[src/rtl/trip_pkg.sv]
package trip_pkg;
  localparam int unsigned NUM_PINS = 6;
  localparam int unsigned LEN_W    = 2;
  localparam int unsigned BASE_LEN = 4;

  typedef enum logic [LEN_W-1:0] {
    FLT_4  = 2'b00,
    FLT_8  = 2'b01,
    FLT_16 = 2'b10,
    FLT_32 = 2'b11
  } filt_len_e;
endpackage

[src/rtl/trip_sync.sv]
module trip_sync #(
  parameter int unsigned STAGES  = 2,
  parameter logic        RST_VAL = 1'b1
) (
  input  logic clk_i,
  input  logic rst_ni,
  input  logic d_i,
  output logic q_o
);
  logic [STAGES-1:0] sr_q;

  always_ff @(posedge clk_i or negedge rst_ni) begin
    if (!rst_ni) sr_q <= {STAGES{RST_VAL}};
    else         sr_q <= {sr_q[STAGES-2:0], d_i};
  end

  assign q_o = sr_q[STAGES-1];
endmodule

[src/rtl/trip_filter.sv]
module trip_filter #(
  parameter int unsigned BASE_LEN = 4,
  parameter int unsigned LEN_W    = 2
) (
  input  logic             clk_i,
  input  logic             rst_ni,
  input  logic             sample_i,
  input  logic [LEN_W-1:0] len_i,
  output logic             level_o
);
  localparam int unsigned MAX_LEN = BASE_LEN << ((1 << LEN_W) - 1);
  localparam int unsigned CNT_W   = $clog2(MAX_LEN);

  logic [CNT_W-1:0] cnt_q, lim;
  logic             level_q, differ, hit;

  always_comb begin
    lim    = CNT_W'((BASE_LEN << len_i) - 1);
    differ = sample_i != level_q;
    // >= keeps a shortened window safe if len_i changes mid-count
    hit    = differ && (cnt_q >= lim);
  end

  always_ff @(posedge clk_i or negedge rst_ni) begin
    if (!rst_ni) begin
      cnt_q   <= '0;
      level_q <= 1'b1;
    end else if (!differ) begin
      cnt_q   <= '0;
    end else if (hit) begin
      cnt_q   <= '0;
      level_q <= sample_i;
    end else begin
      cnt_q   <= cnt_q + 1'b1;
    end
  end

  assign level_o = level_q;

  p_cnt_clear_r5 : assert property (@(posedge clk_i) disable iff (!rst_ni)
    (sample_i == level_o) |=> (cnt_q == '0));

  p_accept_at_limit_r5 : assert property (@(posedge clk_i) disable iff (!rst_ni)
    (level_q != $past(level_q)) |-> ($past(cnt_q) >= $past(lim)));
endmodule

[src/rtl/trip_flag.sv]
module trip_flag (
  input  logic clk_i,
  input  logic rst_ni,
  input  logic set_i,
  input  logic clr_i,
  input  logic en_i,
  output logic flag_o,
  output logic irq_o
);
  logic flag_q;

  always_ff @(posedge clk_i or negedge rst_ni) begin
    if (!rst_ni)    flag_q <= 1'b0;
    else if (set_i) flag_q <= 1'b1;
    else if (clr_i) flag_q <= 1'b0;
  end

  assign flag_o = flag_q;
  assign irq_o  = flag_q & en_i;

  p_flag_set_r8 : assert property (@(posedge clk_i) disable iff (!rst_ni)
    set_i |=> flag_o);

  p_flag_hold_r8 : assert property (@(posedge clk_i) disable iff (!rst_ni)
    (!set_i && !clr_i) |=> $stable(flag_o));
endmodule

[src/rtl/pin_gate.sv]
module pin_gate #(
  parameter int unsigned W = 6
) (
  input  logic         force_i,
  input  logic [W-1:0] oe_i,
  input  logic [W-1:0] wave_i,
  input  logic [W-1:0] idle_i,
  output logic [W-1:0] pin_o,
  output logic [W-1:0] pin_oe_o
);
  for (genvar i = 0; i < W; i++) begin : g_pin
    logic drive_wave;
    assign drive_wave  = oe_i[i] & ~force_i;
    assign pin_o[i]    = drive_wave ? wave_i[i] : idle_i[i];
    assign pin_oe_o[i] = oe_i[i];
  end
endmodule

[src/rtl/trip_shutdown_ctrl.sv]
module trip_shutdown_ctrl
  import trip_pkg::*;
#(
  parameter int unsigned PINS        = NUM_PINS,
  parameter int unsigned FILT_BASE   = BASE_LEN,
  parameter int unsigned FILT_LEN_W  = LEN_W,
  parameter int unsigned SYNC_STAGES = 2
) (
  input  logic                  clk_i,
  input  logic                  rst_ni,
  input  logic                  trip_n_i,
  input  logic                  arm_i,
  input  logic                  filt_sel_i,
  input  logic [FILT_LEN_W-1:0] filt_len_i,
  input  logic [PINS-1:0]       wave_i,
  input  logic [PINS-1:0]       oe_i,
  input  logic [PINS-1:0]       idle_lvl_i,
  input  logic                  irq_en_i,
  input  logic                  flag_clr_i,
  output logic [PINS-1:0]       pin_o,
  output logic [PINS-1:0]       pin_oe_o,
  output logic                  flag_o,
  output logic                  irq_o
);
  logic sync_lvl, filt_lvl, trip_lvl, tripped;

  trip_sync #(.STAGES(SYNC_STAGES), .RST_VAL(1'b1)) i_sync (
    .clk_i (clk_i),
    .rst_ni(rst_ni),
    .d_i   (trip_n_i),
    .q_o   (sync_lvl)
  );

  trip_filter #(.BASE_LEN(FILT_BASE), .LEN_W(FILT_LEN_W)) i_filter (
    .clk_i   (clk_i),
    .rst_ni  (rst_ni),
    .sample_i(sync_lvl),
    .len_i   (filt_len_i),
    .level_o (filt_lvl)
  );

  assign trip_lvl = filt_sel_i ? filt_lvl : sync_lvl;
  assign tripped  = arm_i & ~trip_lvl;

  trip_flag i_flag (
    .clk_i (clk_i),
    .rst_ni(rst_ni),
    .set_i (tripped),
    .clr_i (flag_clr_i),
    .en_i  (irq_en_i),
    .flag_o(flag_o),
    .irq_o (irq_o)
  );

  pin_gate #(.W(PINS)) i_gate (
    .force_i (tripped),
    .oe_i    (oe_i),
    .wave_i  (wave_i),
    .idle_i  (idle_lvl_i),
    .pin_o   (pin_o),
    .pin_oe_o(pin_oe_o)
  );

  p_disarmed_r2 : assert property (@(posedge clk_i) disable iff (!rst_ni)
    !arm_i |-> (pin_o == ((oe_i & wave_i) | (~oe_i & idle_lvl_i))));

  p_forced_idle_r3 : assert property (@(posedge clk_i) disable iff (!rst_ni)
    (arm_i && !trip_lvl) |-> ((pin_o & oe_i) == (idle_lvl_i & oe_i)));

  p_irq_gated_r9 : assert property (@(posedge clk_i) disable iff (!rst_ni)
    irq_o |-> (flag_o && irq_en_i));
endmodule

[config.mk]
export PLATFORM = sky130hd
export DESIGN_NAME = trip_shutdown_ctrl
export DESIGN_NICKNAME = d
export VERILOG_FILES = /design/src/rtl/trip_pkg.sv /design/src/rtl/trip_sync.sv /design/src/rtl/trip_filter.sv /design/src/rtl/trip_flag.sv /design/src/rtl/pin_gate.sv /design/src/rtl/trip_shutdown_ctrl.sv
export SDC_FILE = /design/constraint.sdc
export NUM_CORES = 1
export LEC_CHECK = 0
export CORE_AREA = 8 8 45 47
export CTS_CLUSTER_DIAMETER = 200
export CTS_CLUSTER_SIZE = 40
export DETAILED_ROUTE_END_ITERATION = 16
export DIE_AREA = 0 0 53 55
export DONT_BUFFER_PORTS = 1
export PLACE_DENSITY = 0.69
export SLEW_MARGIN = 10
export SYNTH_ARGS = -nofsm -noshare
export SYNTH_HDL_FRONTEND = slang
export SYNTH_SLANG_ARGS = --single-unit
[constraint.sdc]
create_clock -name clk_i -period 1.9 [get_ports clk_i]
set_input_delay 0.38 -clock clk_i [delete_from_list [all_inputs] [get_ports clk_i]]
set_output_delay 0.38 -clock clk_i [all_outputs]
set_load 0.02 [all_outputs]
Word level (Yosys, flattened, before mapping). Index checks and enable logic that the tools add are counted.

Bits in registers: 9. Input bits: 27. Logic and storage cells: 33.

Add/sub/neg operators: 2. Order comparisons: 1. Equality and inequality tests: 1. Shifts and indexed selects: 1. Multiplexer cells: 11. Bitwise gates (word level): 10. Reduce and logical (&&, ||, !) cells: 3.

Operator list (count): $mux W5 (2); $mux W1 (9); $and A1 B1 Y1 (8); $add A5 B1 Y5 const B (1); $ge A5 B5 Y1 (1); $shl A3 B2 Y5 const A (1); $sub A5 B1 Y5 const B (1); $not A1 Y1 (2); $reduce_and A2 Y1 (1); $reduce_bool A2 Y1 (1); $logic_and A1 B1 Y1 (1); $ne A1 B1 Y1 (1).

Logic depth before layout (Yosys ltp).
Depth after elaboration: 6. Depth in mapped cells: 5.

Cells and area by module. A second synthesis with hierarchy kept.

Cell total of the unflattened synthesis: 57. Area total of the unflattened synthesis: 613.1 um2.

By module, submodules not included: trip_filter (instances 1, cells an instance 31, area an instance 329.1 um2, seq. area each 151.4 um2); pin_gate (instances 1, cells an instance 18, area an instance 172.7 um2, seq. area each 0.0 um2); trip_sync (instances 1, cells an instance 2, area an instance 52.6 um2, seq. area each 52.6 um2); trip_flag (instances 1, cells an instance 4, area an instance 42.5 um2, seq. area each 25.0 um2); trip_shutdown_ctrl (instances 1, cells an instance 2, area an instance 16.3 um2, seq. area each 0.0 um2).

Worst setup path after synthesis. Ideal clock, no wire load.

Path type: flip-flop to output port. Start point: register i_sync.sr_q[1]. End point: output port pin_o[0]. Arrival time: 1.217 ns. Required time: 1.520 ns. Path slack: 0.303 ns. Cell stages (with the launch flop): 4. Path buffers: 0. Cell sequence: dfstp_2 mux2i_2 a21boi_0 mux2_2.

Word-level cells in the longest chain between the ends: 6.

RTL lines: from (decl) (RTL line trip_sync.sv:10) `logic [STAGES-1:0] sr_q;`; from (signal assigned) (RTL line trip_sync.sv:13) `if (!rst_ni) sr_q <= {STAGES{RST_VAL}};`; from (signal assigned) (RTL line trip_sync.sv:14) `else sr_q <= {sr_q[STAGES-2:0], d_i};`; $mux W1 (RTL line trip_shutdown_ctrl.sv:42) `assign trip_lvl = filt_sel_i ? filt_lvl : sync_lvl;`; $not A1 Y1 (RTL line trip_shutdown_ctrl.sv:43) `assign tripped = arm_i & ~trip_lvl;`; $and A1 B1 Y1 (RTL line trip_shutdown_ctrl.sv:43); $not A1 Y1 (RTL line pin_gate.sv:13) `assign drive_wave = oe_i[i] & ~force_i;`; $and A1 B1 Y1 (RTL line pin_gate.sv:13); $mux W1 (RTL line pin_gate.sv:14) `assign pin_o[i] = drive_wave ? wave_i[i] : idle_i[i];`; to (decl) (RTL line trip_shutdown_ctrl.sv:20) `output logic [PINS-1:0] pin_o,`.

Every way passes these cells.

Worst setup path in the final report.
Start point: register i_filter.level_q (netlist: i_filter.level_o). End point: output port pin_o[4].

Word-level cells in the longest chain between the ends: 6.

RTL lines: from (decl) (RTL line trip_filter.sv:15) `logic level_q, differ, hit;`; from (signal assigned) (RTL line trip_filter.sv:32) `level_q <= sample_i;`; $mux W1 (RTL line trip_shutdown_ctrl.sv:42); $not A1 Y1 (RTL line trip_shutdown_ctrl.sv:43); $and A1 B1 Y1 (RTL line trip_shutdown_ctrl.sv:43); $not A1 Y1 (RTL line pin_gate.sv:13); $and A1 B1 Y1 (RTL line pin_gate.sv:13); $mux W1 (RTL line pin_gate.sv:14).

Every way passes these cells.

==> impl_metrics.yaml <==
global_routing:
  grt_max_degree: 10
  grt_pass1_vias: 412
  use_met1_pct: 10.2
  busiest_layer: "met1"
  met2_usage_pct: 9.57
  grt_usage_pct: 8.04
  globalRouteOverflowTotal: 0
  grt_use_met3_pct: 2.67
  antenna_found_initial: 0
  grt_pass1_wl_um: 1670
detailed_routing:
  drc_errors: 0
  drtIter0Drc: 2
  wl_um: 1190
  wire_per_inst_um: 16.5
  drt-pass1-iter-count: 2
  antenna_left: 0
  avgViaCountPerCell: 5.32
  via_count: 383
cts:
  cts_made_buffers: 3
  clkLatencyLatePin_ns: 0.25
  h-tree-depth: 1
  clk_pin_slew_ns: 0.05
  max-clock-path-buffers: 2
  clock-sinks: 9
  tritoncts: "done"
  clock-root-buffer: "clkbuf_4"
power:
  power.density_nw_per_um2: 981
  p_leak_nw: 0.295
  irDropWorstVdd_mv: 0.435
job:
  maxCapViolations: 0
critical_path:
  path_class: "register to output port"
  crit_fanout: 7
  start_kind: "register"
  required_ns: 1.52
  crit_path_end_kind: "output port"
  reg2reg_depth: 4
  worstPathArrival_ns: 1.49
floorplan:
  core_um2: 1380
  fp.dieW_um: 53
  dieArea_um2: 2920
  fp.dieH_um: 55
  pin_count: 41
  start_util_pct: 42.8
  num_rows: 14
layout:
  nets: 88
  drive_gt1_share_pct: 30.4
  antenna-diode-count: 0
  regArea_um2: 229
  multi_input_area_um2: 349
  syn2layout_area_growth_pct: 9.09
  nFillCells: 134
  final_cells: 72
  final_core_utilization_pct: 46.7
sta:
  hold_viol_final: 0
  timing.hold.ws_ns: 0.119
  rsz0062_at_grt: "yes"
  slew_viol_final: 0
  period_share_pct: 98.6
  slew_headroom_pct: 73.0
  finalSetupViolations: 0
  setup_tns_ns: 0
  worst_pin_slew_ns: 0.404
  finalClockSkew_ns: 0.000490
  fmax_mhz: 534
  min_period_ns: 1.87
logic_synthesis:
  yosysWarnings: 0
  synth-seq-cells: 9
  ys_types: 18
  syn_nets: 88
  synth_area_per_cell_um2: 10.4
  synth_cells: 57
  ys_seq_area_share_pct: 38.7
  syn_area_um2: 592
placement:
  io_buffers: 0
  dp_hpwl_um: 957
  dp.cells: 67
  gp_congestion: 0.625
min_path:
  hp-class: "input port to register"
  whs_path_depth: 0
outcome:
  outcome: "finished clean"
-- power breakdown --
part           total [mW]  switching, mW  internal [mW]
Sequential          0.289         0.0476          0.241
Clock               0.141         0.0604         0.0805
Combinational       0.204          0.108         0.0956
-- logic make-up after synthesis --
kind of cell	count (synthesis)	share of synthesized area (%)
DFF	9	38.7
and+or+nand+nor	11	7.82
buffers and inverters	9	9.51
muxes	8	15.6
AOI/OAI and AO/OA	12	14.0
adders and majority gates	4	8.46
xor gates and xnor gates	4	5.92
-- worst max-delay path: stages (launching register included) --
cell and delay (ns):
dfstp_2 0.56, mux2i_4 0.12, a21boi_1 0.20, mux2_4 0.36
-- per-stage QoR --
stage	power [mW]	cell area [µm²]	setup slack (ns)
global placement	0.460	567	0.256
CTS	0.643	634	0.0168
floorplan	0.452	592	0.303
finish	0.633	646	0.0271
detailed placement	0.466	567	0.219
global route	0.685	646	-0.0267
-- flip-flops by register name (all words and copies together), names as in the netlist --
name              cells
i_sync.sr_q           2
i_filter.level_o      1
i_filter.cnt_q        5
i_flag.flag_o         1
-- metal layers --
layer  routed length [µm]  vias up  part of all wire, %
met1                  472      174                   40
met5                    0        -                    0
met2                  635       16                   53
met4                   12        0                  1.0
li1                     -      191                    -
met3                   71        2                  6.0
-- synthesized netlist by cell type --
master / n / share of area (%)
dfstp_2: 3 / 13
nand3_1: 2 / 1.7
ha_1: 4 / 8.5
inv_1: 3 / 1.9
a21oi_1: 1 / 0.84
mux2i_2: 1 / 2.3
dfrtp_1: 6 / 25
xor2_1: 3 / 4.4
buf_4: 6 / 7.6
a21boi_0: 6 / 7.6
and2_1: 1 / 1.1
nor2_1: 6 / 3.8
o211ai_1: 2 / 2.5
xnor2_1: 1 / 1.5
mux2_2: 7 / 13
nand2_1: 2 / 1.3
a211oi_1: 1 / 1.3
o21ai_0: 2 / 1.7
-- path summary, 6_finish.rpt --
| check | slack, ns | endpoint | from |
|---|---|---|---|
| worst max-delay path | 0.03 | pin_o[4] | i_filter.level_o$_DFFE_PN1P_ |
| worst min-delay path | 0.12 | i_sync.sr_q[0]$_DFF_PN1_ | trip_n_i |
| worst max register to register | 0.46 | i_filter.level_o$_DFFE_PN1P_ | i_filter.cnt_q[2]$_DFF_PN0_ |
| worst min register to register | 0.36 | i_sync.sr_q[1]$_DFF_PN1_ | i_sync.sr_q[0]$_DFF_PN1_ |
| max in group asynchronous | 1.10 | i_filter.level_o$_DFFE_PN1P_ | rst_ni |
| min in group asynchronous | 0.48 | i_flag.flag_o$_DFFE_PN0P_ | rst_ni |
-- repair_timing --
| action | in CTS | in global routing |
|---|---|---|
| pin swaps | 1 | 0 |
| hold buffers | 1 | 0 |
| resized for setup | 13 | 3 |
| hold endpoints to repair | 9 | 0 |
| setup buffers | 0 | 0 |
| setup endpoints to repair | 6 | 5 |
-- final cells by class --
class | instances | share of cell area, %
clock buffers | 4 | 4.07
repair buffers | 1 | 1.55
well taps | 16 | 3.10
inverters | 3 | 1.74
flip-flops and latches | 9 | 35.5
multi-input cells | 39 | 54.1
-- cells in the final DEF (no fill, tap or decap), types with 2 or more instances in the layout --
master / n
a21boi_1: 3
ha_1: 4
dfstp_2: 3
nand3_1: 2
o211ai_1: 2
nor2_1: 6
clkbuf_4: 3
mux2_4: 6
nand2_1: 2
inv_1: 3
a21boi_2: 3
dfrtp_1: 6
xor2_1: 3
o21ai_0: 2
Note: power is estimated with default switching activity, not from simulation.
